$ cat src/rtl/xtalk_pkg.sv
package xtalk_pkg;
  localparam int IDX_W = 8;

  typedef enum logic [2:0] {
    ST_COLLECT, ST_PICK, ST_GATHER, ST_SORT, ST_SEARCH, ST_OUT
  } ctlState_t;

  typedef struct packed {
    logic             clear;
    logic             push;
    logic             markSkip;
    logic             startGrp;
    logic             takeHit;
    logic             sortStep;
    logic             sortOdd;
    logic             flagWin;
    logic [IDX_W-1:0] pIdx;
    logic [IDX_W-1:0] jIdx;
    logic [IDX_W-1:0] kIdx;
    logic [IDX_W-1:0] nCnt;
    logic [IDX_W-1:0] outIdx;
  } ctlStrobe_t;

  typedef struct packed {
    logic [IDX_W-1:0] hitCnt;
    logic [IDX_W-1:0] grpCnt;
    logic             pDone;
    logic             pValid;
    logic             jMatch;
    logic             jDone;
    logic             winOk;
    logic             dropAt;
  } dpStatus_t;
endpackage

$ cat src/rtl/xtalk_dp.sv
module xtalk_dp
  import xtalk_pkg::*;
#(
  parameter int MAX_HITS        = 16,
  parameter int ASIC_DEPTH      = 8,
  parameter int MIN_HITS        = 4,
  parameter int WINDOW          = 16,
  parameter int BOARD_W         = 9,
  parameter int CHAN_W          = 6,
  parameter int TDC_W           = 11,
  parameter int NUM_BOARDS      = 500,
  parameter int ASICS_PER_BOARD = 6,
  parameter int CHANS_PER_ASIC  = 8
) (
  input  logic               clk,
  input  logic               rstN,
  input  ctlStrobe_t         ctl,
  input  logic [BOARD_W-1:0] hitBoard,
  input  logic [CHAN_W-1:0]  hitChan,
  input  logic [TDC_W-1:0]   hitTdc,
  output dpStatus_t          st
);
  localparam int HIT_AW  = $clog2(MAX_HITS);
  localparam int SLOT_AW = $clog2(ASIC_DEPTH);
  localparam int ASIC_SH = $clog2(CHANS_PER_ASIC);

  logic [BOARD_W-1:0] brdQ  [MAX_HITS];
  logic [CHAN_W-1:0]  asicQ [MAX_HITS];
  logic [TDC_W-1:0]   tdcQ  [MAX_HITS];
  logic [MAX_HITS-1:0] doneQ, dropQ, validQ;
  logic [IDX_W-1:0]   hitCnt, grpCnt;
  logic [HIT_AW-1:0]  leader;
  logic [TDC_W-1:0]   grpTdc [ASIC_DEPTH];
  logic [HIT_AW-1:0]  grpIdx [ASIC_DEPTH];

  logic [HIT_AW-1:0]  pI, jI, oI, wrI;
  logic [SLOT_AW-1:0] kI, lastI, slotI;
  logic [IDX_W-1:0]   lastSum;
  logic [CHAN_W-1:0]  asicIn;

  assign pI      = ctl.pIdx[HIT_AW-1:0];
  assign jI      = ctl.jIdx[HIT_AW-1:0];
  assign oI      = ctl.outIdx[HIT_AW-1:0];
  assign wrI     = hitCnt[HIT_AW-1:0];
  assign kI      = ctl.kIdx[SLOT_AW-1:0];
  assign lastSum = ctl.kIdx + ctl.nCnt - 8'd1;
  assign lastI   = lastSum[SLOT_AW-1:0];
  assign slotI   = grpCnt[SLOT_AW-1:0];
  assign asicIn  = hitChan >> ASIC_SH;

  always_ff @(posedge clk) begin
    if (!rstN || ctl.clear) begin
      hitCnt <= '0;
      grpCnt <= '0;
      leader <= '0;
      doneQ  <= '0;
      dropQ  <= '0;
      validQ <= '0;
    end else begin
      if (ctl.push) begin
        brdQ[wrI]   <= hitBoard;
        asicQ[wrI]  <= asicIn;
        tdcQ[wrI]   <= hitTdc;
        validQ[wrI] <= (int'(hitBoard) < NUM_BOARDS) && (int'(asicIn) < ASICS_PER_BOARD);
        hitCnt      <= hitCnt + 8'd1;
      end
      if (ctl.markSkip) doneQ[pI] <= 1'b1;
      if (ctl.startGrp) begin
        leader <= pI;
        grpCnt <= '0;
      end
      if (ctl.takeHit) begin
        doneQ[jI] <= 1'b1;
        if (int'(grpCnt) < ASIC_DEPTH) begin
          grpTdc[slotI] <= tdcQ[jI];
          grpIdx[slotI] <= jI;
          grpCnt        <= grpCnt + 8'd1;
        end
      end
      if (ctl.sortStep) begin
        for (int i = 0; i < ASIC_DEPTH - 1; i++) begin
          if ((i % 2) == int'(ctl.sortOdd) && (i + 1) < int'(grpCnt) &&
              grpTdc[i] > grpTdc[i+1]) begin
            grpTdc[i]   <= grpTdc[i+1];
            grpTdc[i+1] <= grpTdc[i];
            grpIdx[i]   <= grpIdx[i+1];
            grpIdx[i+1] <= grpIdx[i];
          end
        end
      end
      if (ctl.flagWin) begin
        for (int s = 0; s < ASIC_DEPTH; s++) begin
          if (s >= int'(ctl.kIdx) && s < int'(ctl.kIdx) + int'(ctl.nCnt))
            dropQ[grpIdx[s]] <= 1'b1;
        end
      end
    end
  end

  always_comb begin
    st.hitCnt = hitCnt;
    st.grpCnt = grpCnt;
    st.pDone  = doneQ[pI];
    st.pValid = validQ[pI];
    st.jDone  = doneQ[jI];
    st.jMatch = (brdQ[jI] == brdQ[leader]) && (asicQ[jI] == asicQ[leader]);
    st.winOk  = (grpTdc[lastI] - grpTdc[kI]) <= TDC_W'(WINDOW);
    st.dropAt = dropQ[oI];
  end

  AST_NO_OVERFLOW: assert property (@(posedge clk) disable iff (!rstN)
    ctl.push |-> int'(hitCnt) < MAX_HITS);
  AST_GROUP_DEPTH: assert property (@(posedge clk) disable iff (!rstN)
    int'(grpCnt) <= ASIC_DEPTH);
  AST_GROUP_MIN: assert property (@(posedge clk) disable iff (!rstN)
    ctl.flagWin |-> int'(grpCnt) >= MIN_HITS);

  for (genvar g = 0; g < ASIC_DEPTH - 1; g++) begin : gSortChk
    AST_SORTED: assert property (@(posedge clk) disable iff (!rstN)
      (ctl.flagWin && (g + 1) < int'(grpCnt)) |-> grpTdc[g] <= grpTdc[g+1]);
  end
endmodule

$ cat src/rtl/xtalk_ctrl.sv
module xtalk_ctrl
  import xtalk_pkg::*;
#(
  parameter int MAX_HITS   = 16,
  parameter int ASIC_DEPTH = 8,
  parameter int MIN_HITS   = 4
) (
  input  logic       clk,
  input  logic       rstN,
  input  logic       cfgEnable,
  input  logic       hitValid,
  output logic       hitReady,
  input  logic       eventEnd,
  output logic       flagValid,
  input  logic       flagReady,
  output logic       flagDrop,
  output logic       flagLast,
  input  dpStatus_t  st,
  output ctlStrobe_t ctl
);
  localparam int PASS_W = $clog2(ASIC_DEPTH);
  localparam logic [PASS_W-1:0] LAST_PASS = PASS_W'(ASIC_DEPTH - 1);
  localparam logic [IDX_W-1:0]  MAX_CNT   = IDX_W'(MAX_HITS);
  localparam logic [IDX_W-1:0]  MIN_CNT   = IDX_W'(MIN_HITS);

  ctlState_t         state;
  logic [IDX_W-1:0]  p, j, k, n, outPtr;
  logic [PASS_W-1:0] passCnt;
  logic              enLatched;
  logic              winFits;

  assign winFits = (k + n) <= st.grpCnt;

  always_comb begin
    ctl        = '0;
    ctl.pIdx   = p;
    ctl.jIdx   = j;
    ctl.kIdx   = k;
    ctl.nCnt   = n;
    ctl.outIdx = outPtr;
    hitReady   = (state == ST_COLLECT) && (st.hitCnt < MAX_CNT);
    ctl.push   = hitValid && hitReady;
    flagValid  = (state == ST_OUT);
    flagDrop   = st.dropAt;
    flagLast   = flagValid && (outPtr == st.hitCnt - 8'd1);
    case (state)
      ST_PICK:   if (p != st.hitCnt && !st.pDone) begin
                   ctl.markSkip = !st.pValid;
                   ctl.startGrp = st.pValid;
                 end
      ST_GATHER: ctl.takeHit = (j != st.hitCnt) && st.jMatch && !st.jDone;
      ST_SORT:   begin
                   ctl.sortStep = 1'b1;
                   ctl.sortOdd  = passCnt[0];
                 end
      ST_SEARCH: ctl.flagWin = winFits && st.winOk;
      ST_OUT:    ctl.clear = flagReady && flagLast;
      default:   ;
    endcase
  end

  always_ff @(posedge clk) begin
    if (!rstN) begin
      state     <= ST_COLLECT;
      p         <= '0;
      j         <= '0;
      k         <= '0;
      n         <= '0;
      outPtr    <= '0;
      passCnt   <= '0;
      enLatched <= 1'b1;
    end else begin
      case (state)
        ST_COLLECT: if (eventEnd && (st.hitCnt != '0 || ctl.push)) begin
          enLatched <= cfgEnable;
          outPtr    <= '0;
          p         <= '0;
          state     <= cfgEnable ? ST_PICK : ST_OUT;
        end
        ST_PICK: begin
          if (p == st.hitCnt) begin
            outPtr <= '0;
            state  <= ST_OUT;
          end else if (st.pDone || !st.pValid) begin
            p <= p + 8'd1;
          end else begin
            j     <= p;
            state <= ST_GATHER;
          end
        end
        ST_GATHER: begin
          if (j == st.hitCnt) begin
            passCnt <= '0;
            state   <= (st.grpCnt >= MIN_CNT) ? ST_SORT : ST_PICK;
          end else begin
            j <= j + 8'd1;
          end
        end
        ST_SORT: begin
          passCnt <= passCnt + 1'b1;
          if (passCnt == LAST_PASS) begin
            n     <= st.grpCnt;
            k     <= '0;
            state <= ST_SEARCH;
          end
        end
        ST_SEARCH: begin
          if (!winFits) begin
            if (n <= MIN_CNT) state <= ST_PICK;
            else begin
              n <= n - 8'd1;
              k <= '0;
            end
          end else if (st.winOk) begin
            state <= ST_PICK;
          end else begin
            k <= k + 8'd1;
          end
        end
        ST_OUT: if (flagReady) begin
          if (flagLast) state <= ST_COLLECT;
          else outPtr <= outPtr + 8'd1;
        end
        default: state <= ST_COLLECT;
      endcase
    end
  end

  AST_FLAG_HOLD: assert property (@(posedge clk) disable iff (!rstN)
    (flagValid && !flagReady) |=> (flagValid && $stable(flagDrop) && $stable(flagLast)));
  AST_OFF_KEEPS: assert property (@(posedge clk) disable iff (!rstN)
    (flagValid && !enLatched) |-> !flagDrop);
  AST_SEARCH_FLOOR: assert property (@(posedge clk) disable iff (!rstN)
    (state == ST_SEARCH) |-> (n >= MIN_CNT && n <= IDX_W'(ASIC_DEPTH)));
endmodule

$ cat src/rtl/xtalk_filter.sv
module xtalk_filter
  import xtalk_pkg::*;
#(
  parameter int MAX_HITS        = 16,
  parameter int ASIC_DEPTH      = 8,
  parameter int MIN_HITS        = 4,
  parameter int WINDOW          = 16,
  parameter int BOARD_W         = 9,
  parameter int CHAN_W          = 6,
  parameter int TDC_W           = 11,
  parameter int NUM_BOARDS      = 500,
  parameter int ASICS_PER_BOARD = 6,
  parameter int CHANS_PER_ASIC  = 8
) (
  input  logic               clk,
  input  logic               rstN,
  input  logic               cfgEnable,
  input  logic               hitValid,
  output logic               hitReady,
  input  logic [BOARD_W-1:0] hitBoard,
  input  logic [CHAN_W-1:0]  hitChan,
  input  logic [TDC_W-1:0]   hitTdc,
  input  logic               eventEnd,
  output logic               flagValid,
  input  logic               flagReady,
  output logic               flagDrop,
  output logic               flagLast
);
  ctlStrobe_t ctl;
  dpStatus_t  st;

  xtalk_ctrl #(
    .MAX_HITS(MAX_HITS), .ASIC_DEPTH(ASIC_DEPTH), .MIN_HITS(MIN_HITS)
  ) u_ctrl (
    .clk(clk), .rstN(rstN), .cfgEnable(cfgEnable), .hitValid(hitValid),
    .hitReady(hitReady), .eventEnd(eventEnd), .flagValid(flagValid),
    .flagReady(flagReady), .flagDrop(flagDrop), .flagLast(flagLast),
    .st(st), .ctl(ctl)
  );

  xtalk_dp #(
    .MAX_HITS(MAX_HITS), .ASIC_DEPTH(ASIC_DEPTH), .MIN_HITS(MIN_HITS),
    .WINDOW(WINDOW), .BOARD_W(BOARD_W), .CHAN_W(CHAN_W), .TDC_W(TDC_W),
    .NUM_BOARDS(NUM_BOARDS), .ASICS_PER_BOARD(ASICS_PER_BOARD),
    .CHANS_PER_ASIC(CHANS_PER_ASIC)
  ) u_dp (
    .clk(clk), .rstN(rstN), .ctl(ctl), .hitBoard(hitBoard),
    .hitChan(hitChan), .hitTdc(hitTdc), .st(st)
  );
endmodule

$ cat config.mk
export PLATFORM = sky130hd
export DESIGN_NAME = xtalk_filter
export DESIGN_NICKNAME = d
export VERILOG_FILES = /design/src/rtl/xtalk_pkg.sv /design/src/rtl/xtalk_dp.sv /design/src/rtl/xtalk_ctrl.sv /design/src/rtl/xtalk_filter.sv
export SDC_FILE = /design/constraint.sdc
export NUM_CORES = 1
export LEC_CHECK = 0
export ABC_CLOCK_PERIOD_IN_PS = 5840
export BUFFER_PORTS_ARGS = -buffer_cell sky130_fd_sc_hd__buf_2
export CAP_MARGIN = 5
export CORE_ASPECT_RATIO = 0.6
export CORE_MARGIN = 2
export CORE_UTILIZATION = 58
export CTS_CLUSTER_SIZE = 30
export DETAILED_ROUTE_END_ITERATION = 10
export PLACE_DENSITY = 0.88
export RECOVER_POWER = 50
export SYNTH_ARGS = -nofsm -noshare
export SYNTH_HDL_FRONTEND = slang
export SYNTH_SLANG_ARGS = --single-unit
$ cat constraint.sdc
create_clock -name clk -period 5.84 [get_ports clk]
set_input_delay 0.584 -clock clk [delete_from_list [all_inputs] [get_ports clk]]
set_output_delay 0.584 -clock clk [all_outputs]
set_load 0.01 [all_outputs]
==> reports/metrics.csv <==
metric,value,unit
status,"complete, but fails checks",
violations,"capacitance limit, slew limit",
synth-seq-cells,613,
yosysSeqAreaShare,51.2,%
rrSetupSlack,0.13,ns
cts_tree,yes,
rsz0062_at_grt,no,
cp-endpoint,u_dp.grpTdc[5][8],
slew_violations,175,
routedWlPerCell,29.2,um
first_pass_iters,7,
cts_hold_buf,0,
ant_nets,0,
syn_inst,2698,
crit_path_end_kind,flip-flop,
multi_input_area,15200,sq um
antenna_found_initial,0,
crit_required,6.19,ns
nets,2852,
clkTransAtPathRegs,0.07,ns
r2r_end,u_dp.grpTdc[5][8],
core_area,57300,sq um
area_growth,8.66,%
crit_path_frequent_cell,o21a_1,
die-area,59700,sq um
track_usage,34.1,%
boundaryPins,36,
powerDensity,337,nW/um^2
p_leak,0.0123,uW
globalplace.congestion,1.02,
setup_viol,0,
io_buffer_count,32,
grt_first_pass_wirelength,153000,um
ys.flop_type,edfxtp_1,
htree_levels,2,
yosys.area.top_type,edfxtp_1,
synth_area,33500,sq um
fin_skew,0.0296,ns
start_kind,flip-flop,
cpPeakStageDelay,2.05,ns
period_needed,5.71,ns
stdcell_count,3510,
path_max_fanout,37,
synth_nets,2860,
hpwlAfterDp,68900,um
insertion_delay,0.63,ns
final_common_cell,edfxtp_1,
num_rows,68,
place_area,34600,sq um
ctsLongestPathBuffers,3,
wirelength,103000,um
chipWidth,314,um
drc,0,
dp.cells,3403,
drive_gt1_share,15.3,%
grt_start_max_net_pins,62,
design_area,36400,sq um
routed_via_density,7.29,
cp_slowest_cell,o21ai_1,
fmax,0.175,GHz
dr.first_iter.drc_count,4546,
worstReg2RegStart,u_dp.grpTdc[5][1],
hold_viol_final,0,
grt_pass1_vias,24400,
root_buffer,clkbuf_16,
critical_path_class,flip-flop to flip-flop,
synth_area_leaders,"edfxtp_1, mux4_2, dfxtp_1",
synth_edf_count,488,
synth_top_cell_area_share,43.8,%
final_cell_mix,"edfxtp_1, mux4_2, nor2_1",
cts_sinks,613,
n_fill_cell,4014,
worst_pin_slew,2.75,ns
worstRegToRegCells,12,
hold_path_class,input port to flip-flop,
numCtsBuffers,55,
path_cells,"inv_1, ha_1, nor2b_1, o21a_1, o21a_1, o21a_1, o21ai_0, a21oi_1, o21ai_1, and2_0, o21ai_1, buf_4",
timing.max_cap.violations,5,
async_flop_share,0,%
postCtsSetupBuffers,0,
cp-startpoint,u_dp.grpTdc[5][1],
synth_cell_types,84,
arrival,6.06,ns
peakVddDrop,0.298,mV
slew_headroom,-84.6,%
grt-ovfl-total,0,
post-route-period-util,97.7,%
yosysWarnings,0,
register_area,17200,sq um
tns,0,ns
hold_ws,0.375,ns
synth.avg_cell_area,12.4,sq um
vias,25600,
initial_utilization,58.5,%
die_h,190,um
cell usage after synthesis, types with 40 or more instances:
cell type and n:
edfxtp_1 488, mux4_2 205, nand3_1 62, nor2b_1 40
nor3_1 75, a21oi_1 152, ha_1 129, nand2_1 175
nor2_1 184, o21ai_1 53, o21ai_0 74, inv_1 140
mux2i_1 71, clkbuf_1 108, dfxtp_1 125
state kept, by name, indices dropped and copies added (netlist names), named ones only:
register,cells
u_dp.leader,4
u_dp.validQ,16
u_dp.asicQ,48
u_dp.brdQ,144
u_dp.grpCnt,8
u_ctrl.passCnt,3
u_dp.tdcQ,176
u_ctrl.outPtr,8
u_ctrl.k,8
u_ctrl.state,3
u_ctrl.p,8
u_dp.grpTdc,88
u_dp.grpIdx,32
u_dp.hitCnt,8
u_ctrl.j,8
u_dp.doneQ,16
u_dp.dropQ,16
u_ctrl.n,8
worst min-delay path by stage:
stage / slack [ns] / to / cells past startpoint / from
after global placement: 0.44 / flip-flop / 2 / u_dp.leader[0]
final: 0.38 / u_ctrl.state[2] / 4 / cfgEnable
after detailed placement: 0.45 / flip-flop / 2 / u_dp.leader[0]
after CTS: 0.33 / u_dp.brdQ[15][1] / 1 / hitBoard[1]
after floorplan: 0.44 / flip-flop / 2 / u_dp.leader[0]
after global routing: 0.41 / u_ctrl.state[2] / 4 / cfgEnable
logic make-up after synthesis:
| family | synth area share (%) |
|---|---|
| compound gates | 12.1 |
| xor+xnor | 1.65 |
| fa+ha+maj | 4.88 |
| buf+inv | 3.89 |
| flops | 51.2 |
| mux | 16.5 |
| simple gates | 9.71 |
what timing repair did:
item                                    in CTS  in global routing
endpoints found under the hold margin        0                  0
resized for setup                            0                  1
endpoints found under the setup margin       0                  3
routing by layer:
metal,wire (um),vias to the layer above,part of all wire (%),GRT usage (%)
met1,38900,12500,38,50.2
met3,18000,303,18,12.6
met4,2920,0,2.8,8.74
li1,-,10500,-,-
met5,0,-,0,0
met2,42700,2305,42,47.8
through the flow:
step,worst slack [ns],total power (uW),utilization [%]
final,0.133,12200,63.5
after global routing,0.0567,12600,63.5
after CTS,0.331,12200,63.7
after detailed placement,0.347,8330,60.4
after global placement,0.435,8190,60.4
after floorplan,0.170,7490,-
report_power, final:
part           internal [uW]  switching, uW  leakage, uW
logic                   1360           1890      0.00599
registers               4900            210      0.00541
clock network           2160           1710     0.000918
worst max-delay path, delay by kind of cell (launching register included):
kind	cells	cell delay [ns]
compound gates	7	3.07
fa+ha+maj	1	0.33
buf+inv	2	0.41
flops	1	0.57
simple gates	2	1.04
final cells by class:
class	instances	area share, %
Inverter	147	1.52
Multi-Input combinational cell	1774	41.7
Tap cell	770	2.65
Clock buffer	68	4.03
Clock inverter	36	1.18
Antenna cell	3	0.0206
Timing Repair Buffer	99	1.77
Sequential cell	613	47.2
(Power assumes the default switching activity.)
